<file path="src/rtl/cpuclk_seq_pkg.sv">
package cpuclk_seq_pkg;
   typedef enum logic [2:0] {
      ST_IDLE,
      ST_DIV,
      ST_PREWR,
      ST_LOOK,
      ST_AUX,
      ST_REMUX,
      ST_FIN
   } seq_st_t;
endpackage

</file>
<file path="src/rtl/cpuclk_ceil_div.sv">
module cpuclk_ceil_div #(
   parameter int W = 16
) (
   input  logic         clk,
   input  logic         rst_n,
   input  logic         start_i,
   input  logic [W:0]   num_i,
   input  logic [W-1:0] den_i,
   output logic         valid_o,
   output logic [W:0]   quo_o
);
   localparam int CNT_W = $clog2(W + 2);
   localparam logic [CNT_W-1:0] STEPS = CNT_W'(W + 1);

   logic [W:0]       num_q, q_q;
   logic [W-1:0]     den_q;
   logic [W+1:0]     rem_q, sh, diff;
   logic [CNT_W-1:0] cnt_q;
   logic             run_q, valid_q, take;

   assign sh   = {rem_q[W:0], q_q[W]};
   assign take = sh >= {2'b00, den_q};
   assign diff = sh - {2'b00, den_q};

   always_ff @(posedge clk or negedge rst_n) begin
      if (!rst_n) begin
         num_q   <= '0;
         q_q     <= '0;
         den_q   <= '0;
         rem_q   <= '0;
         cnt_q   <= '0;
         run_q   <= 1'b0;
         valid_q <= 1'b0;
      end else begin
         valid_q <= 1'b0;
         if (start_i) begin
            num_q <= num_i;
            q_q   <= num_i;
            den_q <= den_i;
            rem_q <= '0;
            cnt_q <= STEPS;
            run_q <= 1'b1;
         end else if (run_q) begin
            rem_q <= take ? diff : sh;
            q_q   <= {q_q[W-1:0], take};
            cnt_q <= cnt_q - 1'b1;
            if (cnt_q == CNT_W'(1)) begin
               run_q   <= 1'b0;
               valid_q <= 1'b1;
            end
         end
      end
   end

   assign valid_o = valid_q;
   assign quo_o   = q_q;

   logic [2*W+1:0] prod_lo, prod_hi;
   assign prod_lo = (2*W+2)'(q_q) * (2*W+2)'(den_q);
   assign prod_hi = prod_lo + (2*W+2)'(den_q);

   // the quotient brackets the dividend exactly
   p_quot_exact_r2: assert property (@(posedge clk) disable iff (!rst_n)
      (valid_q && den_q != '0) |-> (prod_lo <= (2*W+2)'(num_q) && (2*W+2)'(num_q) < prod_hi));

   // partial remainder stays below the divisor
   p_rem_bound_r2: assert property (@(posedge clk) disable iff (!rst_n)
      (run_q && den_q != '0) |-> rem_q < {2'b00, den_q});
endmodule

</file>
<file path="src/rtl/cpuclk_rate_tbl.sv">
module cpuclk_rate_tbl #(
   parameter int N_ENTRY = 8,
   parameter int N_AUX   = 4,
   parameter int RATE_W  = 16,
   parameter int ADDR_W  = 12,
   parameter int DATA_W  = 32
) (
   input  logic                       clk,
   input  logic                       rst_n,
   input  logic                       lock_i,
   input  logic                       rate_we_i,
   input  logic                       aux_we_i,
   input  logic [$clog2(N_ENTRY)-1:0] wr_entry_i,
   input  logic [$clog2(N_AUX)-1:0]   wr_slot_i,
   input  logic [RATE_W-1:0]          wr_rate_i,
   input  logic [ADDR_W-1:0]          wr_addr_i,
   input  logic [DATA_W-1:0]          wr_data_i,
   input  logic [RATE_W-1:0]          key_i,
   output logic                       hit_o,
   output logic [$clog2(N_ENTRY)-1:0] hit_idx_o,
   input  logic [$clog2(N_ENTRY)-1:0] rd_entry_i,
   input  logic [$clog2(N_AUX)-1:0]   rd_slot_i,
   output logic [ADDR_W-1:0]          rd_addr_o,
   output logic [DATA_W-1:0]          rd_data_o
);
   localparam int IDX_W = $clog2(N_ENTRY);

   logic [N_ENTRY-1:0][RATE_W-1:0]            rate_q;
   logic [N_ENTRY-1:0][N_AUX-1:0][ADDR_W-1:0] addr_q;
   logic [N_ENTRY-1:0][N_AUX-1:0][DATA_W-1:0] data_q;
   logic [N_ENTRY-1:0]                        match;

   for (genvar e = 0; e < N_ENTRY; e++) begin : g_entry
      always_ff @(posedge clk or negedge rst_n) begin
         if (!rst_n) begin
            rate_q[e] <= '0;
            addr_q[e] <= '0;
            data_q[e] <= '0;
         end else if (!lock_i && wr_entry_i == IDX_W'(e)) begin
            if (rate_we_i)
               rate_q[e] <= wr_rate_i;
            if (aux_we_i) begin
               addr_q[e][wr_slot_i] <= wr_addr_i;
               data_q[e][wr_slot_i] <= wr_data_i;
            end
         end
      end
      assign match[e] = (rate_q[e] == key_i) && (rate_q[e] != '0);
   end

   // lowest index wins: scan downward so the last assignment is the lowest hit
   always_comb begin
      hit_idx_o = '0;
      for (int e = N_ENTRY - 1; e >= 0; e--)
         if (match[e])
            hit_idx_o = IDX_W'(e);
   end
   assign hit_o     = |match;
   assign rd_addr_o = addr_q[rd_entry_i][rd_slot_i];
   assign rd_data_o = data_q[rd_entry_i][rd_slot_i];

   // table contents frozen while the sequencer runs
   p_table_locked_r10: assert property (@(posedge clk) disable iff (!rst_n)
      lock_i |=> ($stable(rate_q) && $stable(addr_q) && $stable(data_q)));
endmodule

</file>
<file path="src/rtl/cpuclk_seq.sv">
module cpuclk_seq #(
   parameter int              N_ENTRY   = 8,
   parameter int              N_AUX     = 4,
   parameter int              RATE_W    = 16,
   parameter int              ADDR_W    = 12,
   parameter int              DATA_W    = 32,
   parameter int              DIV_W     = 5,
   parameter int              DIV_SHIFT = 0,
   parameter int              MUX_BIT   = 7,
   parameter logic [11:0]     CORE_ADDR = 12'h044
) (
   input  logic                       clk,
   input  logic                       rst_n,
   input  logic                       cfg_rate_we,
   input  logic                       cfg_aux_we,
   input  logic [$clog2(N_ENTRY)-1:0] cfg_entry,
   input  logic [$clog2(N_AUX)-1:0]   cfg_slot,
   input  logic [RATE_W-1:0]          cfg_rate,
   input  logic [ADDR_W-1:0]          cfg_addr,
   input  logic [DATA_W-1:0]          cfg_data,
   input  logic                       ev_pre,
   input  logic                       ev_post,
   input  logic [RATE_W-1:0]          old_rate,
   input  logic [RATE_W-1:0]          new_rate,
   input  logic [RATE_W-1:0]          alt_rate,
   output logic                       wr_en,
   output logic [ADDR_W-1:0]          wr_addr,
   output logic [DATA_W-1:0]          wr_data
   ,output logic                      busy,
   output logic                       done,
   output logic                       err
);
   import cpuclk_seq_pkg::*;

   localparam int IDX_W  = $clog2(N_ENTRY);
   localparam int SLOT_W = $clog2(N_AUX);
   localparam int HALF   = DATA_W / 2;
   localparam logic [HALF-1:0]   MUX_M   = HALF'(1) << MUX_BIT;
   localparam logic [HALF-1:0]   DIV_M   = HALF'((1 << DIV_W) - 1) << DIV_SHIFT;
   localparam logic [RATE_W:0]   DIV_MAX = (RATE_W+1)'((1 << DIV_W) - 1);
   localparam logic [SLOT_W-1:0] SLOT_LAST = SLOT_W'(N_AUX - 1);

   if (DATA_W != 32 || N_ENTRY < 2 || N_AUX < 2) begin : g_bad_shape
      $error("cpuclk_seq: needs 32-bit masked data and at least two entries and slots");
   end
   if (DIV_SHIFT + DIV_W > HALF || MUX_BIT >= HALF ||
       (MUX_BIT >= DIV_SHIFT && MUX_BIT < DIV_SHIFT + DIV_W)) begin : g_bad_fields
      $error("cpuclk_seq: mux bit and divider field must fit and not overlap");
   end
   if (ADDR_W < 12) begin : g_bad_addr
      $error("cpuclk_seq: address too narrow for core register");
   end

   seq_st_t            st_q;
   logic [RATE_W-1:0]  old_q, new_q, alt_q;
   logic [IDX_W-1:0]   idx_q;
   logic [SLOT_W-1:0]  slot_q;
   logic [DIV_W-1:0]   divf_q;
   logic               aux_first_q, use_div_q, bad_q;

   logic               div_start, div_valid;
   logic [RATE_W:0]    div_quo, quo_m1;
   logic               hit;
   logic [IDX_W-1:0]   hit_idx;
   logic [ADDR_W-1:0]  aux_addr;
   logic [DATA_W-1:0]  aux_data;

   assign busy      = (st_q != ST_IDLE);
   assign div_start = (st_q == ST_IDLE) && ev_pre && (alt_rate > old_rate);
   assign quo_m1    = div_quo - 1'b1;

   cpuclk_ceil_div #(.W(RATE_W)) u_div (
      .clk     (clk),
      .rst_n   (rst_n),
      .start_i (div_start),
      .num_i   ({1'b0, alt_rate} + {1'b0, old_rate} - 1'b1),
      .den_i   (old_rate),
      .valid_o (div_valid),
      .quo_o   (div_quo)
   );

   cpuclk_rate_tbl #(
      .N_ENTRY (N_ENTRY),
      .N_AUX   (N_AUX),
      .RATE_W  (RATE_W),
      .ADDR_W  (ADDR_W),
      .DATA_W  (DATA_W)
   ) u_tbl (
      .clk        (clk),
      .rst_n      (rst_n),
      .lock_i     (busy),
      .rate_we_i  (cfg_rate_we),
      .aux_we_i   (cfg_aux_we),
      .wr_entry_i (cfg_entry),
      .wr_slot_i  (cfg_slot),
      .wr_rate_i  (cfg_rate),
      .wr_addr_i  (cfg_addr),
      .wr_data_i  (cfg_data),
      .key_i      (new_q),
      .hit_o      (hit),
      .hit_idx_o  (hit_idx),
      .rd_entry_i (idx_q),
      .rd_slot_i  (slot_q),
      .rd_addr_o  (aux_addr),
      .rd_data_o  (aux_data)
   );

   always_ff @(posedge clk or negedge rst_n) begin
      if (!rst_n) begin
         st_q        <= ST_IDLE;
         old_q       <= '0;
         new_q       <= '0;
         alt_q       <= '0;
         idx_q       <= '0;
         slot_q      <= '0;
         divf_q      <= '0;
         aux_first_q <= 1'b0;
         use_div_q   <= 1'b0;
         bad_q       <= 1'b0;
      end else begin
         case (st_q)
            ST_IDLE: begin
               bad_q  <= 1'b0;
               slot_q <= '0;
               if (ev_pre || ev_post) begin
                  old_q <= old_rate;
                  new_q <= new_rate;
                  alt_q <= alt_rate;
               end
               if (ev_pre) begin
                  use_div_q <= 1'b0;
                  st_q      <= div_start ? ST_DIV : ST_PREWR;
               end else if (ev_post) begin
                  st_q <= ST_LOOK;
               end
            end
            ST_DIV: if (div_valid) begin
               divf_q    <= (quo_m1 > DIV_MAX) ? DIV_MAX[DIV_W-1:0] : quo_m1[DIV_W-1:0];
               use_div_q <= 1'b1;
               st_q      <= ST_PREWR;
            end
            ST_PREWR: st_q <= ST_FIN;
            ST_LOOK: begin
               idx_q       <= hit_idx;
               aux_first_q <= new_q > old_q;
               if (!hit) begin
                  bad_q <= 1'b1;
                  st_q  <= ST_FIN;
               end else begin
                  st_q <= (new_q > old_q) ? ST_AUX : ST_REMUX;
               end
            end
            ST_AUX: begin
               slot_q <= slot_q + 1'b1;
               if (slot_q == SLOT_LAST)
                  st_q <= aux_first_q ? ST_REMUX : ST_FIN;
            end
            ST_REMUX: st_q <= (!aux_first_q && new_q < old_q) ? ST_AUX : ST_FIN;
            default:  st_q <= ST_IDLE;
         endcase
      end
   end

   logic [HALF-1:0] en_h, val_h;
   always_comb begin
      en_h    = '0;
      val_h   = '0;
      wr_en   = 1'b0;
      wr_addr = ADDR_W'(CORE_ADDR);
      wr_data = '0;
      case (st_q)
         ST_PREWR: begin
            en_h  = MUX_M | (use_div_q ? DIV_M : '0);
            val_h = MUX_M | (use_div_q ? (HALF'(divf_q) << DIV_SHIFT) : '0);
            wr_en = 1'b1;
         end
         ST_REMUX: begin
            en_h  = MUX_M | DIV_M;
            wr_en = 1'b1;
         end
         default: ;
      endcase
      wr_data = {en_h, val_h};
      if (st_q == ST_AUX) begin
         wr_en   = aux_addr != '0;
         wr_addr = aux_addr;
         wr_data = aux_data;
      end
   end

   assign done = (st_q == ST_FIN) && !bad_q;
   assign err  = (st_q == ST_FIN) && bad_q;

   // an event never reports both outcomes
   p_one_outcome_r11: assert property (@(posedge clk) disable iff (!rst_n)
      !(done && err));

   // outcome pulse lasts a single cycle
   p_pulse_single_r11: assert property (@(posedge clk) disable iff (!rst_n)
      (done || err) |=> !(done || err));

   // an unmatched rate finishes without a write just before
   p_err_silent_r5: assert property (@(posedge clk) disable iff (!rst_n)
      err |-> !$past(wr_en));

   // captured rates stay put for the whole sequence
   p_hold_rates_r10: assert property (@(posedge clk) disable iff (!rst_n)
      (busy && $past(busy)) |-> ($stable(old_q) && $stable(new_q) && $stable(alt_q)));

   // the alternate divider never leaves its field
   p_alt_field_r3: assert property (@(posedge clk) disable iff (!rst_n)
      (wr_en && st_q == ST_PREWR) |-> ((wr_data[HALF-1:0] & ~(MUX_M | DIV_M)) == '0));
endmodule

</file>
<file path="config.mk">
export PLATFORM = sky130hd
export DESIGN_NAME = cpuclk_seq
export DESIGN_NICKNAME = d
export VERILOG_FILES = /design/src/rtl/cpuclk_seq_pkg.sv /design/src/rtl/cpuclk_ceil_div.sv /design/src/rtl/cpuclk_rate_tbl.sv /design/src/rtl/cpuclk_seq.sv
export SDC_FILE = /design/constraint.sdc
export NUM_CORES = 2
export LEC_CHECK = 0
export ABC_AREA = 1
export ABC_CLOCK_PERIOD_IN_PS = 2800
export BUFFER_PORTS_ARGS = -buffer_cell sky130_fd_sc_hd__clkbuf_2
export CAP_MARGIN = 20
export CORE_MARGIN = 5
export CORE_UTILIZATION = 30
export CTS_CLUSTER_DIAMETER = 30
export DETAILED_ROUTE_END_ITERATION = 6
export HOLD_SLACK_MARGIN = 0.12
export PLACE_DENSITY_LB_ADDON = 0.2
export SYNTH_ARGS = -nofsm -noshare
export SYNTH_HDL_FRONTEND = slang
export SYNTH_HIERARCHICAL = 1
export SYNTH_SLANG_ARGS = --single-unit
export TNS_END_PERCENT = 1
</file>
<file path="constraint.sdc">
create_clock -name clk -period 2.8 [get_ports clk]
set_input_delay 0.42 -clock clk [delete_from_list [all_inputs] [get_ports clk]]
set_output_delay 0.42 -clock clk [all_outputs]
set_load 0.01 [all_outputs]
</file>
==> impl_metrics.ini <==
[synthesis]
syn_nets = 9385
ys_seq_area_frac = 0.533
yosysTopAreaCell = dfrtp_1
synthesis.instances = 9181
ys_top_cells_by_area = dfrtp_1 53%, o21ai_0 15%, nand2_1 9.7%
synth_top_area_frac = 0.533
synth.distinct_cells = 56
async_reset_ff_frac = 1.00
yosys_most_used_dff = dfrtp_1
avgSynthCellArea_um2 = 8.39
syn_area_mm2 = 0.0770
yosysMostFrequentCell = o21ai_0
synth-warning-count = 6
ys_top_cells_by_count = 2328 x o21ai_0, 1988 x nand2_1, 1641 x dfrtp_1
synth-edff-count = 0
synth_seq_cells = 1641

[drt]
ant_nets = 0
routed_wl_um = 296000
drc = 0
vias_per_cell = 5.23
drtPass1Iterations = 6
wl_per_cell_um = 22.5
vias = 68900
first_iter_violations = 6526

[setup_path]
reg2reg_to = u_tbl/data_q[87]$_DFFE_PN0P_
max_stage_delay_ns = 0.55
r2r_start = st_q[0]$_DFFE_PN0P_
crit_chain = buf_12, buf_16, o21ai_1, o221ai_1, nand3_1, o21ai_1, nor2_1, a21oi_2, nor4_4, nand4_1, o21ai_1, buf_4, nand3_4, buf_8
critPathLaunchType = register
crit_family = simple AND/OR/NAND/NOR gates
r2r_cells = 8
crit_arrival_ns = 3.87
critical_path.max_fanout = 7
slowest_stage = dfrtp_4
path_buf_inv = 4
crit_type = reg2out
cp.required_ns = 2.38
reg2reg_slack_ns = 0.14
critPathCaptureType = output pin
critical_path.most_common_cell = o21ai_1

[global_routing]
grt_overflow = 0
grt.total_usage = 0.216
gr-usage-met3 = 0.0422
grt_antenna_before_repair = 28
grt_pass1_vias = 67500
grt_use_met1 = 0.305
grt_max_degree = 151
use_met2 = 0.336
grt_pass1_wl_um = 441000
grt.busiest_layer = met2

[die]
start_util = 0.300
ioPinCount = 167
rows = 186
die_x_um = 517
fp.coreArea_mm2 = 0.256
dieHeight_um = 517
die_area_mm2 = 0.267

[sta]
skew_ns = 0.102
rsz0062_at_grt = yes
slew_violations = 0
fin_crit_sh = 1.53
finalCriticalPeriod_ns = 4.29
hold_viol_final = 0
fmax_mhz = 233
tightest_slew_ns = 1.02
layout_setup_ws_ns = -1.49
relSlewSlack = 0.316
finalSetupViolations = 45

[pwr]
switchingPower_mw = 32.8
p_leak_nw = 46.2
p_clk_frac = 0.476
power_density_mw_per_mm2 = 1090
internal_power_mw = 76.0
p_seq_frac = 0.322
ir_drop_v = 0.000642
power_mw = 109
swShare = 0.301
power.share.combinational = 0.202

[cells_and_area]
final_cells = 13200
drive_above_1_share = 0.148
area_growth_syn_to_layout_pct = 30.2
fin_util = 0.391
fin_nets = 9663
fin_area_mm2 = 0.100
seq_area_mm2 = 0.0411
multi_input_area_mm2 = 0.0316
fillers = 25600

[placed_design]
hpwl_um = 168000
placed_cells = 12300
port_buffers = 166
postPlaceCellArea_mm2 = 0.0832
gp_congestion = 0.845

[clocking]
clockBufferDepth = 4
clk_latency_ns = 0.97
clockRootBuffer = clkbuf_16
clk_pin_slew_ns = 0.05
cts_made_buffers = 427
ctsHtreeMaxLevel = 5
cts_sinks = 1641
cts_tree = done

[outcome]
status = finished with violations
violations = negative setup slack

[run]
max-cap-violations = 0

[worst_hold_path]
hold_class = in2async
## cells in the final DEF (no fill, tap or decap), types with 55 or more instances in the layout
cell type      Yosys  routed
clkbuf_16          0     437
xor2_1            55      55
clkbuf_1         583      57
buf_12             2     105
dfrtp_1         1641    1636
clkbuf_2           1     157
nand3_1          165     160
nor2_1           957     945
clkbuf_8           0      82
o221ai_1         290     286
buf_4             28     253
dlygate4sd3_1      0      64
inv_1            367     361
ha_1              83      83
a21oi_1           83      70
o21ai_0         2328    2271
o22ai_1           89      88
nand2_1         1988    1982
o21ai_1           35      81
bufinv_16          0      77
## per-layer routing
| metal | wire length, um | part of all wire |
|---|---|---|
| met4 | 7890 | 0.027 |
| met5 | 126 | 0.00043 |
| met1 | 135000 | 0.46 |
| met2 | 132000 | 0.45 |
| met3 | 21000 | 0.071 |
## worst min-delay path, delay by kind of cell
kind | cells | cell delay, ns
buffers and inverters | 3 | 1.07
## stage by stage
stage | setup TNS, ns | setup WS (ns) | hold slack [ns]
finish | -54.89 | -1.49 | 0.177
global route | -62.17 | -1.57 | 0.187
CTS | -59.95 | -1.58 | 0.127
detailed placement | -18.04 | -0.890 | 0.294
global placement | -17.53 | -0.851 | 0.298
floorplan | 0 | 0.191 | 0.124
## cell families (layout without fill, tap and decap cells)
kind of cell | count (synthesis) | in the layout | share of synthesized area
simple gates | 3280 | 3280 | 0.171
compound gates | 2894 | 2894 | 0.206
flops | 1641 | 1641 | 0.533
buf+inv | 1169 | 1780 | 0.0624
xor+xnor | 97 | 97 | 0.0110
fa+ha+maj | 85 | 85 | 0.0140
mux | 15 | 15 | 0.00293
other cells | 0 | 11 | 0
## layout make-up
class                      instances  share of cell area
inverter                         379              0.0147
clock inverter                   195              0.0320
clock buffer                     567               0.120
tap                             3384              0.0423
sequential                      1641               0.410
timing repair inverter             2            0.000250
antenna                           11            0.000275
multi-input combinational       6371               0.315
timing repair buffer             637              0.0650
## registers in the layout, indices dropped and copies added (netlist names), 2 cells and up
register,flops
u_tbl/data_q,1024
u_tbl/addr_q,384
u_tbl/rate_q,128
u_div/quo_o,17
u_div/rem_q,17
new_q,16
old_q,16
u_div/den_q,16
divf_q,5
u_div/cnt_q,5
idx_q,3
st_q,3
slot_q,2
## power by group through the flow
stage | clock, mW | combinational, mW | sequential, mW
after detailed placement | 0 | 21.6 | 35.2
after CTS | 52.5 | 21.9 | 35.0
after global placement | 0 | 21.2 | 35.1
after floorplan | 0 | 14.4 | 33.7
after global routing | 53.9 | 24.8 | 35.8
final | 51.8 | 21.9 | 35.1
## worst max path at each step
stage / start / cells after the start / slack [ns] / endpoint
2_1_floorplan: idx_q[0]$_DFFE_PN0P_ / 13 / 0.19 / wr_en
3_3_place_gp: idx_q[0]$_DFFE_PN0P_ / 14 / -0.85 / wr_en
3_5_place_dp: idx_q[0]$_DFFE_PN0P_ / 14 / -0.89 / wr_en
4_1_cts: idx_q[0]$_DFFE_PN0P_ / 13 / -1.58 / wr_en
5_1_grt: idx_q[0]$_DFFE_PN0P_ / 15 / -1.57 / wr_en
6_report: idx_q[0]$_DFFE_PN0P_ / 14 / -1.49 / wr_en
## repair_timing
action | 4_1_cts | 5_1_grt
pin swaps | 9 | 31
setup buffers | 5 | 12
cloned | 6 | 9
hold endpoints to repair | 2032 | 0
endpoints found under the setup margin | 45 | 51
hold buffers | 64 | 0
resized for setup | 68 | 132
Note: power is estimated with default switching activity, not from simulation.
